[config.mk]
export PLATFORM = sky130hd
export DESIGN_NAME = pix_lane_deser
export DESIGN_NICKNAME = d
export VERILOG_FILES = /design/src/rtl/deser7_pkg.sv /design/src/rtl/deser_shift7.sv /design/src/rtl/deser_lock_timer.sv /design/src/rtl/deser_frame_align.sv /design/src/rtl/pix_lane_deser.sv
export SDC_FILE = /design/constraint.sdc
export NUM_CORES = 1
export LEC_CHECK = 0
export ABC_AREA = 1
export BUFFER_PORTS_ARGS = -buffer_cell sky130_fd_sc_hd__buf_2
export CAP_MARGIN = 25
export CORE_MARGIN = 2
export CORE_UTILIZATION = 59
export CTS_BUF_LIST = sky130_fd_sc_hd__clkbuf_4 sky130_fd_sc_hd__clkbuf_8
export DETAILED_ROUTE_END_ITERATION = 10
export GPL_TIMING_DRIVEN = 0
export PLACE_DENSITY = 0.79
export SLEW_MARGIN = 20
export SYNTH_ARGS = -nofsm -noshare
export SYNTH_HDL_FRONTEND = slang
export SYNTH_SLANG_ARGS = --single-unit
[constraint.sdc]
create_clock -name clk -period 1.6 [get_ports clk]
set_input_delay 0.24 -clock clk [delete_from_list [all_inputs] [get_ports clk]]
set_output_delay 0.24 -clock clk [all_outputs]
set_load 0.01 [all_outputs]
[src/rtl/deser7_pkg.sv]
// Shared constants and types for the seven-to-one lane deserializer.
// Assumes one sample per lane per sampling-clock cycle, seven per word.
package deser7_pkg;
    localparam int WORD_BITS = 7;
    // Clock-lane sample at position j sits in bit j (position 0 in bit 0).
    localparam logic [WORD_BITS-1:0] CLK_PATTERN = 7'b1100011;
    // Position of the first low sample after the high run.
    localparam int FALL_POS = 2;
    // Position whose sampling edge drops the output strobe.
    localparam int STROBE_FALL_POS = 2;
    // Consecutive bad words that end alignment.
    localparam int MISS_LIMIT = 2;

    typedef enum logic {ALN_SEARCH, ALN_TRACK} aln_state_e;
endpackage

[src/rtl/deser_shift7.sv]
// Per-lane sample history. Presents the newest WORD_BITS samples,
// including the one arriving this cycle, oldest in bit 0.
// Assumes the caller reads the history only at word boundaries.
module deser_shift7 #(
    parameter int BITS = deser7_pkg::WORD_BITS
) (
    input  logic            clk,
    input  logic            rst_n,
    input  logic            din,
    output logic [BITS-1:0] hist_next
);
    logic [BITS-2:0] older_q;

    assign hist_next = {din, older_q};

    // Shift the newest sample in at the top and drop the oldest.
    always_ff @(posedge clk) begin
        if (!rst_n) older_q <= '0;
        else        older_q <= hist_next[BITS-1:1];
    end
endmodule

[src/rtl/deser_lock_timer.sv]
// Start-up quiet timer. Counts sampling edges with power-down released
// and reports when LOCK_CYCLES of them have passed. Assumes LOCK_CYCLES >= 1.
module deser_lock_timer #(
    parameter int LOCK_CYCLES = 1024
) (
    input  logic clk,
    input  logic rst_n,
    input  logic pdn_n,
    output logic done
);
    localparam int CNT_W = $clog2(LOCK_CYCLES + 1);
    localparam logic [CNT_W-1:0] LIMIT = CNT_W'(LOCK_CYCLES);

    logic [CNT_W-1:0] cnt_q;

    assign done = (cnt_q == LIMIT);

    // Restart on reset or power-down, saturate at the limit.
    always_ff @(posedge clk) begin
        if (!rst_n || !pdn_n) cnt_q <= '0;
        else if (!done)       cnt_q <= cnt_q + 1'b1;
    end

    AST_LOCK_RESTART: assert property (@(posedge clk) disable iff (!rst_n)
        !pdn_n |=> !done);
endmodule

[src/rtl/deser_frame_align.sv]
// Word framing from the clock lane. While searching it waits for a
// falling transition (taken as position 2), then tracks the position
// modulo seven and checks each completed clock-lane word against the
// pattern. MISS_LIMIT bad words in a row send it back to search.
module deser_frame_align
    import deser7_pkg::*;
#(
    parameter int PHASE_W = $clog2(WORD_BITS)
) (
    input  logic                 clk,
    input  logic                 rst_n,
    input  logic                 pdn_n,
    input  logic [WORD_BITS-1:0] clk_hist,
    output logic                 aligned,
    output logic [PHASE_W-1:0]   phase,
    output logic                 word_end,
    output logic                 pat_ok
);
    localparam int MISS_W = $clog2(MISS_LIMIT + 1);
    localparam logic [PHASE_W-1:0] LAST_POS  = PHASE_W'(WORD_BITS - 1);
    localparam logic [PHASE_W-1:0] AFTER_FALL = PHASE_W'(FALL_POS + 1);

    aln_state_e        state_q;
    logic [PHASE_W-1:0] phase_q;
    logic [MISS_W-1:0]  miss_q;
    logic               fall;

    assign fall     = clk_hist[WORD_BITS-2] & ~clk_hist[WORD_BITS-1];
    assign aligned  = (state_q == ALN_TRACK);
    assign phase    = phase_q;
    assign word_end = aligned && (phase_q == LAST_POS);
    assign pat_ok   = (clk_hist == CLK_PATTERN);

    // Search for the boundary, then track position and count bad words.
    always_ff @(posedge clk) begin
        if (!rst_n || !pdn_n) begin
            state_q <= ALN_SEARCH;
            phase_q <= '0;
            miss_q  <= '0;
        end else if (state_q == ALN_SEARCH) begin
            if (fall) begin
                state_q <= ALN_TRACK;
                phase_q <= AFTER_FALL;
            end
        end else begin
            phase_q <= word_end ? '0 : phase_q + 1'b1;
            if (word_end) begin
                if (pat_ok) begin
                    miss_q <= '0;
                end else if (miss_q == MISS_W'(MISS_LIMIT - 1)) begin
                    state_q <= ALN_SEARCH;
                    phase_q <= '0;
                    miss_q  <= '0;
                end else begin
                    miss_q <= miss_q + 1'b1;
                end
            end
        end
    end

    AST_SINGLE_MISS_KEEPS: assert property (@(posedge clk) disable iff (!rst_n)
        (word_end && !pat_ok && miss_q == '0 && pdn_n) |=> aligned);
endmodule

[src/rtl/pix_lane_deser.sv]
// Seven-to-one serial lane deserializer, top level. Gathers seven samples
// per data lane into a parallel word, framed by the clock lane. Publishes
// only matched words after the lock interval, drives a pixel-rate strobe,
// clears outputs in power-down and holds the last word when framing is lost.
// Assumes LANES is 3 or 4 and every input is already in the clk domain.
module pix_lane_deser
    import deser7_pkg::*;
#(
    parameter int LANES       = 4,
    parameter int LOCK_CYCLES = 1024
) (
    input  logic                       clk,
    input  logic                       rst_n,
    input  logic                       pdn_n,
    input  logic                       clk_lane,
    input  logic [LANES-1:0]           data_lanes,
    output logic [LANES*WORD_BITS-1:0] pix_data,
    output logic                       pix_strobe,
    output logic                       word_aligned
);
    localparam int OUT_W   = LANES * WORD_BITS;
    localparam int PHASE_W = $clog2(WORD_BITS);
    localparam logic [PHASE_W-1:0] DROP_POS = PHASE_W'(STROBE_FALL_POS);

    logic [WORD_BITS-1:0] clk_hist;
    logic [OUT_W-1:0]     word_next;
    logic                 aligned;
    logic [PHASE_W-1:0]   phase;
    logic                 word_end;
    logic                 pat_ok;
    logic                 lock_done;
    logic                 publish;

    // One history per data lane; lane k fills bits 7k..7k+6.
    for (genvar k = 0; k < LANES; k++) begin : g_lane
        deser_shift7 #(.BITS(WORD_BITS)) u_hist (
            .clk      (clk),
            .rst_n    (rst_n),
            .din      (data_lanes[k]),
            .hist_next(word_next[k*WORD_BITS +: WORD_BITS])
        );
    end

    deser_shift7 #(.BITS(WORD_BITS)) u_clk_hist (
        .clk      (clk),
        .rst_n    (rst_n),
        .din      (clk_lane),
        .hist_next(clk_hist)
    );

    deser_frame_align #(.PHASE_W(PHASE_W)) u_align (
        .clk     (clk),
        .rst_n   (rst_n),
        .pdn_n   (pdn_n),
        .clk_hist(clk_hist),
        .aligned (aligned),
        .phase   (phase),
        .word_end(word_end),
        .pat_ok  (pat_ok)
    );

    deser_lock_timer #(.LOCK_CYCLES(LOCK_CYCLES)) u_lock (
        .clk  (clk),
        .rst_n(rst_n),
        .pdn_n(pdn_n),
        .done (lock_done)
    );

    assign publish      = word_end && pat_ok && lock_done;
    assign word_aligned = aligned;

    // Output word and strobe: clear in power-down, load on publish, drop strobe mid-word.
    always_ff @(posedge clk) begin
        if (!rst_n || !pdn_n) begin
            pix_data   <= '0;
            pix_strobe <= 1'b0;
        end else if (publish) begin
            pix_data   <= word_next;
            pix_strobe <= 1'b1;
        end else if (aligned && phase == DROP_POS) begin
            pix_strobe <= 1'b0;
        end
    end

    AST_PDN_QUIET: assert property (@(posedge clk) disable iff (!rst_n)
        !pdn_n |=> (pix_data == '0 && !pix_strobe));
    AST_DATA_WITH_STROBE: assert property (@(posedge clk) disable iff (!rst_n)
        ($past(pdn_n) && pix_data != $past(pix_data)) |-> pix_strobe);
    AST_STROBE_WIDTH: assert property (@(posedge clk) disable iff (!rst_n || !pdn_n)
        $rose(pix_strobe) |=> pix_strobe ##1 pix_strobe ##1 !pix_strobe);
    AST_LOCK_QUIET: assert property (@(posedge clk) disable iff (!rst_n)
        !lock_done |=> !$rose(pix_strobe));
    AST_HOLD_ON_LOSS: assert property (@(posedge clk) disable iff (!rst_n)
        ($fell(word_aligned) && $past(pdn_n)) |-> $stable(pix_data));
endmodule

==> flow_summary_export.csv, run 1 <==
group,metric,value,unit
outcome,status,"finished, final reports clean",
timing,drv_slew,0,
layout,fillers,357,
timing,fmax,650,MHz
clock_tree,path_clk_slew,80,ps
synthesis,ys_warn_count,0,
synthesis,synth_most_common_cell,"nand2_1",
worst_setup_path,path_depth,7,
global_route,grtUsageTotal,0.217,
layout,area_growth,21.9,%
synthesis,ys_top_cells_by_area,"dfxtp_1 (51%), nand2_1 (11%), nor2_1 (10%)",
worst_setup_path,crit_slowest_cell,"dfxtp_2",
global_route,grt_max_degree,13,
worst_setup_path,cp_cell_sequence,"buf_4 > ha_1 > nand2_1 > nor2_1 > nand2_1 > o21ai_0 > a21oi_1",
route,drtIter0Drc,73,
clock_tree,clock_latency,340,ps
synthesis,synth.avg_cell_area,7.34,um2
layout,antennaDiodeCount,0,
layout,final_cells,531,
timing,hold_viol,0,
floorplan,boundaryPins,38,
synthesis,synth-seq-cells,76,
global_route,grt_pass1_wl,9250,um
worst_setup_path,endpoint_kind,"flip-flop",
layout,drive_gt1_frac,0.198,
worst_setup_path,worstPathArrival,1760,ps
route,avgRoutedWirePerCell,10.8,um
global_route,overflow,0,
timing,slew_headroom,0.667,
clock_tree,cts_max_path_buffers,2,
synthesis,seq_area_frac_synth,0.514,
worst_setup_path,path_delay_family,"simple AND/OR/NAND/NOR gates",
floorplan,coreArea,4790,um2
layout,nets,472,
power,vdd_drop_max,0.906,mV
route,drc,0,
timing,period_needed,1540,ps
worst_setup_path,path_max_fanout,6,
route,drt_first_pass_iters,4,
timing,setup_viol,0,
clock_tree,hold_buffers,0,
route,ant_nets,0,
place,hpwl,3790,um
clock_tree,tritoncts,"yes",
place,place_inst,507,
worst_setup_path,r2r_cells,7,
flow_run,drv_cap,0,
floorplan,die_area,5600,um2
worst_setup_path,cp_num_buf_inv,1,
timing,min_period_over_period,0.962,
synthesis,synthCells,403,
timing,worst_slew_pin_slew,499,ps
route,via_per_inst,4.73,
synthesis,synth_cell_types,27,
route,routed-via-count,2509,
place,gp_congestion,0.785,
synthesis,syn_nets,415,
clock_tree,cts_buffers,9,
worst_hold_path,min_path_type,"input pin to flip-flop",
floorplan,die_h,74.8,um
power,p_leak,1.71,nW
layout,multi_input_area,1080,um2
layout,fin_area,3610,um2
synthesis,synth_ff_type,"dfxtp_1",
layout,seqCellArea,1520,um2
synthesis,yosys-top-cells-count,"nand2_1 (86), nor2_1 (80), dfxtp_1 (76), inv_1 (73), nand3_1 (33)",
synthesis,synth_top_cell_by_area,"dfxtp_1",
worst_setup_path,crit_path_start_kind,"flip-flop",
worst_setup_path,required,1820,ps
place,place_area,3230,um2
clock_tree,root_buffer,"clkbuf_8",
worst_setup_path,cpMostUsedCell,"nand2_1",
timing,clock_skew,9.72,ps
synthesis,synth_edf_count,0,
route,totalWireLength,5760,um
synthesis,synth_area,2960,um2
global_route,antenna_found_initial,0,
power,p_per_area,1020,nW/um2
floorplan,start_util,0.618,
worst_setup_path,worst-setup-path-type,"flip-flop to flip-flop",
clock_tree,htreeDepth,3,
synthesis,synthArstFlopShare,0,
floorplan,fp.dieW,74.8,um
worst_hold_path,min_path_cells,3,
synthesis,synth_top_area_share,0.514,
floorplan,floorplan.rows,25,
clock_tree,cts.sinks,76,
place,port_buffers,37,
worst_setup_path,slowest_delay,360,ps
global_route,first_global_vias,2196,
==> report_power, final <==
part	switching [mW]	total (mW)	internal, mW
combinational	0.0824	0.124	0.0418
sequential	0.0147	1.93	1.91
clock	0.667	1.62	0.952
total	0.764	3.67	2.91
==> timing repair <==
| item | CTS | global route |
|---|---|---|
| setup buffers | 1 | 5 |
| pin swaps | 1 | 5 |
| endpoints found under the hold margin | 0 | 0 |
| endpoints found under the setup margin | 28 | 31 |
| resized for setup | 2 | 23 |
| cloned | 0 | 3 |
==> layer usage <==
| layer | part of all wire | track usage | up-vias | wire (um) |
|---|---|---|---|---|
| met5 | 0 | 0 | - | 0 |
| li1 | - | - | 1307 | - |
| met3 | 0.031 | 0.0455 | 9 | 179 |
| met2 | 0.49 | 0.362 | 51 | 2810 |
| met1 | 0.46 | 0.269 | 1142 | 2670 |
| met4 | 0.015 | 0.105 | 0 | 88 |
==> layout by cell type, fill, tap and decap left out, drive strengths merged, types with 2 or more instances in the layout <==
cell type | Yosys | final
nor2 | 82 | 82
bufinv | 0 | 2
a211oi | 2 | 2
nand3 | 35 | 35
nor3 | 2 | 2
nand2 | 87 | 87
inv | 77 | 77
o21ai | 7 | 7
clkbuf | 5 | 16
clkinv | 2 | 3
dfxtp | 76 | 76
a21oi | 11 | 11
buf | 9 | 55
ha | 4 | 4
==> tightest hold or removal path, cell delays in order <==
cell and delay, ps:
buf_2 90, nand2_1 40, inv_1 40
==> logic make-up after synthesis <==
logic type,Yosys count,synth area share
and+or+nand+nor,207,0.293
buffers and inverters,93,0.131
DFF,76,0.514
AOI/OAI and AO/OA,21,0.0389
adders and majority gates,4,0.0169
xor gates and xnor gates,2,0.00592
==> registers in the layout, summed over array words and instances, names as in the netlist <==
| signal | count |
|---|---|
| u_clk_hist.older_q | 6 |
| pix_data | 28 |
| u_align.aligned | 1 |
| pix_strobe | 1 |
| g_lane.u_hist.older_q | 24 |
| u_align.miss_q | 2 |
| u_lock.cnt_q | 11 |
| u_align.phase | 3 |
==> area by class of cell <==
cell class                      instances  area share
Sequential cell                        76       0.422
Clock inverter                          4      0.0201
Clock buffer                           11      0.0420
Multi-Input combinational cell        234       0.300
Tap cell                               67      0.0232
Timing Repair Buffer                   46      0.0801
Buffer                                 14      0.0298
Inverter                               79      0.0822
==> final timing paths <==
check	slack [ps]	startpoint	end
worst min-delay path	100	data_lanes[0]	g_lane[0].u_hist.older_q[5]$_SDFF_PN0_
worst max register to register	60	u_lock.cnt_q[0]$_SDFFE_PP0P_	u_lock.cnt_q[8]$_SDFFE_PP0P_
worst min register to register	420	g_lane[1].u_hist.older_q[2]$_SDFF_PN0_	g_lane[1].u_hist.older_q[1]$_SDFF_PN0_
worst max-delay path	60	u_lock.cnt_q[0]$_SDFFE_PP0P_	u_lock.cnt_q[8]$_SDFFE_PP0P_
==> through the flow <==
step	util	hold slack (ps)	setup slack [ps]	power, mW	setup TNS (ps)
after floorplan	-	333	181	2.05	0
after global placement	0.675	409	-102	2.08	-1910
after detailed placement	0.675	417	-109	2.09	-2130
after CTS	0.724	91.4	-44.5	3.68	-654
after global routing	0.754	108	-25.5	3.79	-37.4
final	0.754	103	60.6	3.67	0
Note: power is estimated with default switching activity, not from simulation.
==> run 2, diff against run 1 <==
- CORE_ASPECT_RATIO: unset -> 1.4
==> run 2 against run 1 <==
  * Sequential share of layout area shrank 0.35 points
  * Hold slack lost 6.8 ps
  * Cell count shrank 0.19%
  * Flip-flop and latch count is the same
  * Die area grew 0.15%
  * Register-to-register slack lost 40 ps
  * Core utilization shrank 0.26 points
  * Clock power is essentially flat
  * Count of clock-buffer cells in the layout is the same
  * Critical endpoint is now pix_data[27]$_SDFFE_PP0P_
==> flow_summary_export.csv, run 2 (synthesis gave the netlist of run 1 again) <==
group,metric,value,unit
layout,fillers,366,
place,hpwl,3780,um
worst_setup_path,worstPathArrival,1830,ps
route,totalWireLength,5850,um
worst_hold_path,min_path_type,"input pin to flip-flop",
floorplan,fp.dieW,63.9,um
global_route,grt_max_degree,14,
global_route,first_global_vias,2258,
outcome,status,"finished, final reports clean",
floorplan,boundaryPins,38,
power,vdd_drop_max,0.915,mV
route,drt_first_pass_iters,4,
timing,drv_slew,0,
worst_setup_path,required,1850,ps
global_route,grtUsageTotal,0.212,
place,place_area,3220,um2
layout,largest_register,"pix_data",
floorplan,floorplan.rows,30,
layout,mostFrequentLayoutCells,"nand2_1 (83), nor2_1 (77), dfxtp_1 (74), inv_1 (71), buf_2 (38)",
floorplan,start_util,0.611,
power,p_per_area,1020,nW/um2
worst_setup_path,r2r_cells,10,
route,drc,0,
layout,largest_reg_flops,28,
clock_tree,clock_latency,350,ps
route,ant_nets,0,
power,p_leak,1.71,nW
timing,hold_viol,0,
worst_setup_path,path_max_fanout,7,
flow_run,drv_cap,0,
timing,clock_skew,9.59,ps
layout,fin_area,3640,um2
timing,hold_ws,96.1,ps
clock_tree,cts.sinks,76,
clock_tree,cts_buffers,9,
clock_tree,htreeDepth,3,
place,gp_congestion,0.814,
route,drtIter0Drc,90,
route,via_per_inst,4.74,
timing,min_period_over_period,0.990,
worst_hold_path,min_path_cells,3,
clock_tree,tritoncts,"yes",
floorplan,die_area,5610,um2
worst_hold_path,hold_end,"g_lane[2].u_hist.older_q[5]$_SDFF_PN0_",
global_route,antenna_found_initial,0,
floorplan,die_h,87.8,um
clock_tree,path_clk_slew,70,ps
worst_setup_path,r2r-start,"u_lock.cnt_q[1]$_SDFFE_PP0P_",
route,routed.top_layer,"met4",
layout,reg_top3,"pix_data: 28 flops, g_lane.u_hist.older_q: 24 flops, u_lock.cnt_q: 11 flops",
timing,layout_setup_ws,16.0,ps
worst_hold_path,min_from,"data_lanes[2]",
layout,nets,473,
layout,final_common_cell,"nand2_1",
layout,drive_gt1_frac,0.221,
worst_setup_path,worst-setup-path-type,"flip-flop to flip-flop",
route,met2_wirelength,2980,um
route,wl_met1,2520,um
timing,finalSetupTns,0,ps
clock_tree,cts_max_path_buffers,2,
worst_setup_path,crit_path_start_kind,"flip-flop",
global_route,overflow,0,
timing,slew_headroom,0.676,
clock_tree,root_buffer,"clkbuf_8",
floorplan,coreArea,4840,um2
worst_setup_path,rrSetupSlack,20,ps
worst_setup_path,endpoint_kind,"flip-flop",
timing,worst_slew_pin_slew,486,ps
layout,antennaDiodeCount,0,
route,avgRoutedWirePerCell,11.0,um
timing,fmax,631,MHz
layout,area_growth,22.9,%
worst_setup_path,r2r_end,"pix_data[27]$_SDFFE_PP0P_",
route,wl_met3,194,um
place,port_buffers,37,
timing,setup_viol,0,
place,place_worst_setup_slack,-118,ps
timing,period_needed,1580,ps
route,routed-via-count,2510,
global_route,grt_pass1_wl,9160,um
layout,utilization,0.751,
## run 2: cell types whose count changed in the layout (fill, tap and decap cells not counted), moves of 2 or more
cell	delta
nand3_2	+5
clkbuf_4	+2
buf_12	-2
nand3_1	-5
nand2_2	+2
clkinv_4	+2
buf_4	+3
nand2_1	-2
## run 2: cell type report
| type | count | area, um2 | share of cell area |
|---|---|---|---|
| well taps | 64 | 80.1 | 0.0220 |
| plain buffers | 14 | 110 | 0.0303 |
| repair buffers | 47 | 272 | 0.0746 |
| inverters | 79 | 297 | 0.0815 |
| clock buffers | 11 | 145 | 0.0399 |
| flip-flops and latches | 76 | 1520 | 0.419 |
| clock inverters | 5 | 85.1 | 0.0234 |
| multi-input cells | 234 | 1120 | 0.309 |
## run 2: worst max path at each step
stage                                             start                         to  slack (ps)  depth (start not counted)
after CTS                 u_align.phase[0]$_SDFFE_PP0P_  pix_data[23]$_SDFFE_PP0P_           5                          9
after detailed placement   u_lock.cnt_q[0]$_SDFFE_PP0P_  pix_data[27]$_SDFFE_PP0P_        -120                         10
after global placement     u_lock.cnt_q[0]$_SDFFE_PP0P_  pix_data[27]$_SDFFE_PP0P_         -90                         10
final                      u_lock.cnt_q[1]$_SDFFE_PP0P_  pix_data[27]$_SDFFE_PP0P_          20                         10
after global routing       u_lock.cnt_q[1]$_SDFFE_PP0P_  pix_data[13]$_SDFFE_PP0P_         -30                         10
after floorplan           u_align.phase[0]$_SDFFE_PP0P_  pix_data[18]$_SDFFE_PP0P_         180                          9
## run 2: what timing repair did
action                                  4_1_cts  5_1_grt
resized for setup                             5       30
gates cloned                                  0        3
hold buffers                                  0        0
endpoints found under the setup margin       28       29
buffers inserted                              2        5
pin swaps                                     1        5
## run 2: worst max-delay path, stage by stage (launching register included)
cell	delay [ps]
dfxtp_2	340
inv_2	70
ha_4	120
nand2_1	60
nor2_2	140
nand2_2	80
nor2_4	290
buf_6	170
nand3_1	80
nand2_1	80
nor2_1	40
## run 2: layer usage
layer | vias up | track usage
met2 | 45 | 0.376
met3 | 16 | 0.0501
li1 | 1304 | -
met4 | 0 | 0.117
met1 | 1145 | 0.232
met5 | - | 0
## run 2: report_power, final
part / internal, mW / switching [mW] / total [mW]
sequential: 1.91 / 0.0145 / 1.93
combinational: 0.0426 / 0.0841 / 0.127
clock: 0.943 / 0.693 / 1.64
## run 2: stage by stage
| stage | instances | power [mW] |
|---|---|---|
| after global routing | 530 | 3.83 |
| after floorplan | 403 | 2.05 |
| after detailed placement | 504 | 2.09 |
| after global placement | 504 | 2.08 |
| final | 530 | 3.69 |
| after CTS | 522 | 3.71 |
==> run 3, diff against run 2 <==
- ABC_AREA: 1 -> unset
- PLACE_DENSITY: 0.79 -> 0.8
==> run 3 against run 2 <==
  * Critical path type unchanged
  * Largest cell class unchanged
  * Core utilization fell by 1.5 points
  * Combinational power decreased by 32%
  * Clock skew shrank 3.7 ps
  * Sequential share of layout area rose by 3.8 points
  * Die area down 5.6%
  * Flip-flop and latch count is the same
  * Cell count fell by 23%
  * Hold slack better by 29 ps
  * Synthesized cell count is 28% lower
  * Synthesized area is 5.9% lower
==> flow_summary_export.csv, run 3 <==
group,metric,value,unit
power,pwr-share-clk,0.432,
layout,mostFrequentLayoutCells,"dfxtp_1 (71), buf_2 (40), a21oi_1 (35), nand3_1 (31), and2_1 (30)",
floorplan,start_util,0.614,
layout,fillers,349,
floorplan,die_area,5290,um2
place,gp_congestion,0.737,
clock_tree,cts_max_path_buffers,2,
synthesis,synth-seq-cells,76,
route,routed-via-count,2228,
worst_setup_path,r2r_cells,7,
worst_setup_path,worst-setup-path-type,"flip-flop to flip-flop",
timing,fmax,649,MHz
synthesis,synthCells,291,
power,sequentialPowerShare,0.544,
global_route,overflow,0,
global_route,grt_max_degree,13,
synthesis,synth_cell_types,32,
layout,utilization,0.736,
timing,worst_slew_pin_slew,527,ps
synthesis,ys_top_cells_by_area,"dfxtp_1 (55%), and2_1 (6.7%), a21oi_1 (6.5%)",
layout,largest_register,"pix_data",
clock_tree,clock_latency,340,ps
synthesis,synth_most_common_cell,"dfxtp_1",
global_route,grt_pass1_wl,9290,um
timing,period_needed,1540,ps
synthesis,synth_edf_count,0,
synthesis,synthArstFlopShare,0,
synthesis,ys_warn_count,0,
route,via_per_inst,5.49,
global_route,first_global_vias,2171,
synthesis,syn_nets,303,
floorplan,boundaryPins,38,
layout,reg_top3,"pix_data: 28 flops, g_lane.u_hist.older_q: 24 flops, u_lock.cnt_q: 11 flops",
route,ant_nets,0,
synthesis,yosys-top-cells-count,"dfxtp_1 (76), a21oi_1 (36), nand3_1 (33), o21ai_0 (31), and2_1 (30)",
timing,drv_slew,0,
worst_setup_path,required,1810,ps
synthesis,synth_ff_type,"dfxtp_1",
route,drc,0,
power,internal_power,2.83,mW
place,port_buffers,37,
clock_tree,path_clk_slew,70,ps
route,totalWireLength,5830,um
route,drt_first_pass_iters,4,
timing,min_period_over_period,0.964,
power,power.total,3.55,mW
worst_setup_path,endpoint_kind,"flip-flop",
power,p_leak,1.28,nW
clock_tree,tritoncts,"yes",
route,drtIter0Drc,70,
worst_setup_path,rrSetupSlack,60,ps
clock_tree,cts.sinks,76,
place,hpwl,3960,um
clock_tree,htreeDepth,3,
floorplan,die_h,85.3,um
place,place_inst,390,
worst_setup_path,r2r_end,"pix_data[17]$_SDFFE_PP0P_",
timing,slew_headroom,0.649,
layout,nets,352,
layout,drive_gt1_frac,0.238,
flow_run,drv_cap,0,
route,avgRoutedWirePerCell,14.4,um
layout,final_cells,406,
floorplan,fp.dieW,62.1,um
synthesis,synth.avg_cell_area,9.57,um2
worst_setup_path,path_max_fanout,10,
floorplan,floorplan.rows,29,
worst_setup_path,startpoint,"u_align.phase[0]$_SDFFE_PP0P_",
clock_tree,cts_buffers,9,
layout,antennaDiodeCount,0,
layout,area_growth,20.0,%
worst_hold_path,min_path_type,"input pin to flip-flop",
global_route,antenna_found_initial,0,
worst_setup_path,crit_path_start_kind,"flip-flop",
timing,clock_skew,5.92,ps
worst_setup_path,worstPathArrival,1750,ps
place,place_area,3050,um2
global_route,grtUsageTotal,0.232,
clock_tree,hold_buffers,0,
timing,rsz0062_at_grt,"yes",
floorplan,coreArea,4540,um2
layout,final_common_cell,"dfxtp_1",
timing,hold_viol,0,
outcome,status,"finished, final reports clean",
power,p_per_area,1060,nW/um2
timing,setup_viol,0,
layout,fin_area,3340,um2
power,sw_frac_of_total,0.202,
worst_setup_path,r2r-start,"u_align.phase[0]$_SDFFE_PP0P_",
clock_tree,root_buffer,"clkbuf_8",
synthesis,synth_area,2780,um2
power,p_comb_frac,0.024,
power,vdd_drop_max,0.861,mV
synthesis,seq_area_frac_synth,0.547,
synthesis,synth_top_cell_by_area,"dfxtp_1",
layout,largest_reg_flops,28,
synthesis,synth_top_area_share,0.547,
power,switchingPower,718,uW
worst_setup_path,cp-endpoint,"pix_data[17]$_SDFFE_PP0P_",
-- run 3: cell count changes in the layout (fill, tap and decap cells not counted), moves of 9 or more --
cell,delta
buf_6,-9
a21oi_1,+25
inv_1,-67
and2_1,+30
nand3_2,-9
o21ai_0,+18
nand2_1,-74
nor2_1,-65
-- run 3: how the worst min path moves through the flow --
stage	end	from	cells past startpoint	slack, ps
after floorplan	g_lane[0].u_hist.older_q[5]$_SDFF_PN0_	data_lanes[0]	1	360
after global placement	u_clk_hist.older_q[0]$_SDFF_PN0_	u_clk_hist.older_q[1]$_SDFF_PN0_	1	430
after detailed placement	u_clk_hist.older_q[0]$_SDFF_PN0_	u_clk_hist.older_q[1]$_SDFF_PN0_	1	440
after CTS	g_lane[0].u_hist.older_q[5]$_SDFF_PN0_	data_lanes[0]	2	120
after global routing	g_lane[0].u_hist.older_q[5]$_SDFF_PN0_	data_lanes[0]	2	130
final	g_lane[0].u_hist.older_q[5]$_SDFF_PN0_	data_lanes[0]	2	130
-- run 3: power by group through the flow --
stage,sequential (mW),clock (mW),combinational [mW]
after CTS,1.93,1.55,0.0842
after global routing,1.93,1.62,0.0950
after detailed placement,1.97,0,0.0821
after floorplan,1.97,0,0.0524
final,1.93,1.53,0.0863
after global placement,1.97,0,0.0806
-- run 3: what timing repair did --
action | in CTS | in global routing
setup endpoints to repair | 29 | 30
pin swaps | 1 | 3
buffers inserted | 0 | 2
resized for setup | 12 | 25
endpoints found under the hold margin | 0 | 0
-- run 3: cell families after synthesis --
group / share of synthesized area
simple gates: 0.213
flops: 0.547
compound gates: 0.132
buf+inv: 0.0625
xor+xnor: 0.0252
fa+ha+maj: 0.0180
mux: 0.00360
-- run 3: worst max-delay path, stage by stage, from the launching register on --
cell and delay [ps]:
dfxtp_2 340, inv_1 60, ha_2 200, and3_4 220
nand3_4 130, buf_4 210, o21ai_0 180, a21oi_1 90
-- run 3: layout make-up --
class / instances / area [um2] / share of cell area
plain buffers: 19 / 165 / 0.0495
clock buffers: 10 / 131 / 0.0393
clock inverters: 5 / 77.6 / 0.0232
inverters: 5 / 18.8 / 0.00562
multi-input cells: 190 / 1140 / 0.342
flip-flops and latches: 76 / 1530 / 0.457
well taps: 62 / 77.6 / 0.0232
repair buffers: 39 / 200 / 0.0599
-- run 3: metal layers --
layer,track usage,part of all wire,vias to the layer above
li1,-,-,1097
met3,0.0503,0.028,15
met4,0.106,0.023,0
met5,0,0,-
met2,0.382,0.52,41
met1,0.278,0.43,1075
-- run 3: through the flow --
| step | hold slack [ps] | TNS, ps | setup WS [ps] |
|---|---|---|---|
| after detailed placement | 442 | -5360 | -284 |
| after global routing | 131 | -135 | -20.4 |
| after floorplan | 362 | 0 | 106 |
| final | 125 | 0 | 58.2 |
| after CTS | 122 | 0 | 6.90 |
| after global placement | 432 | -4420 | -230 |
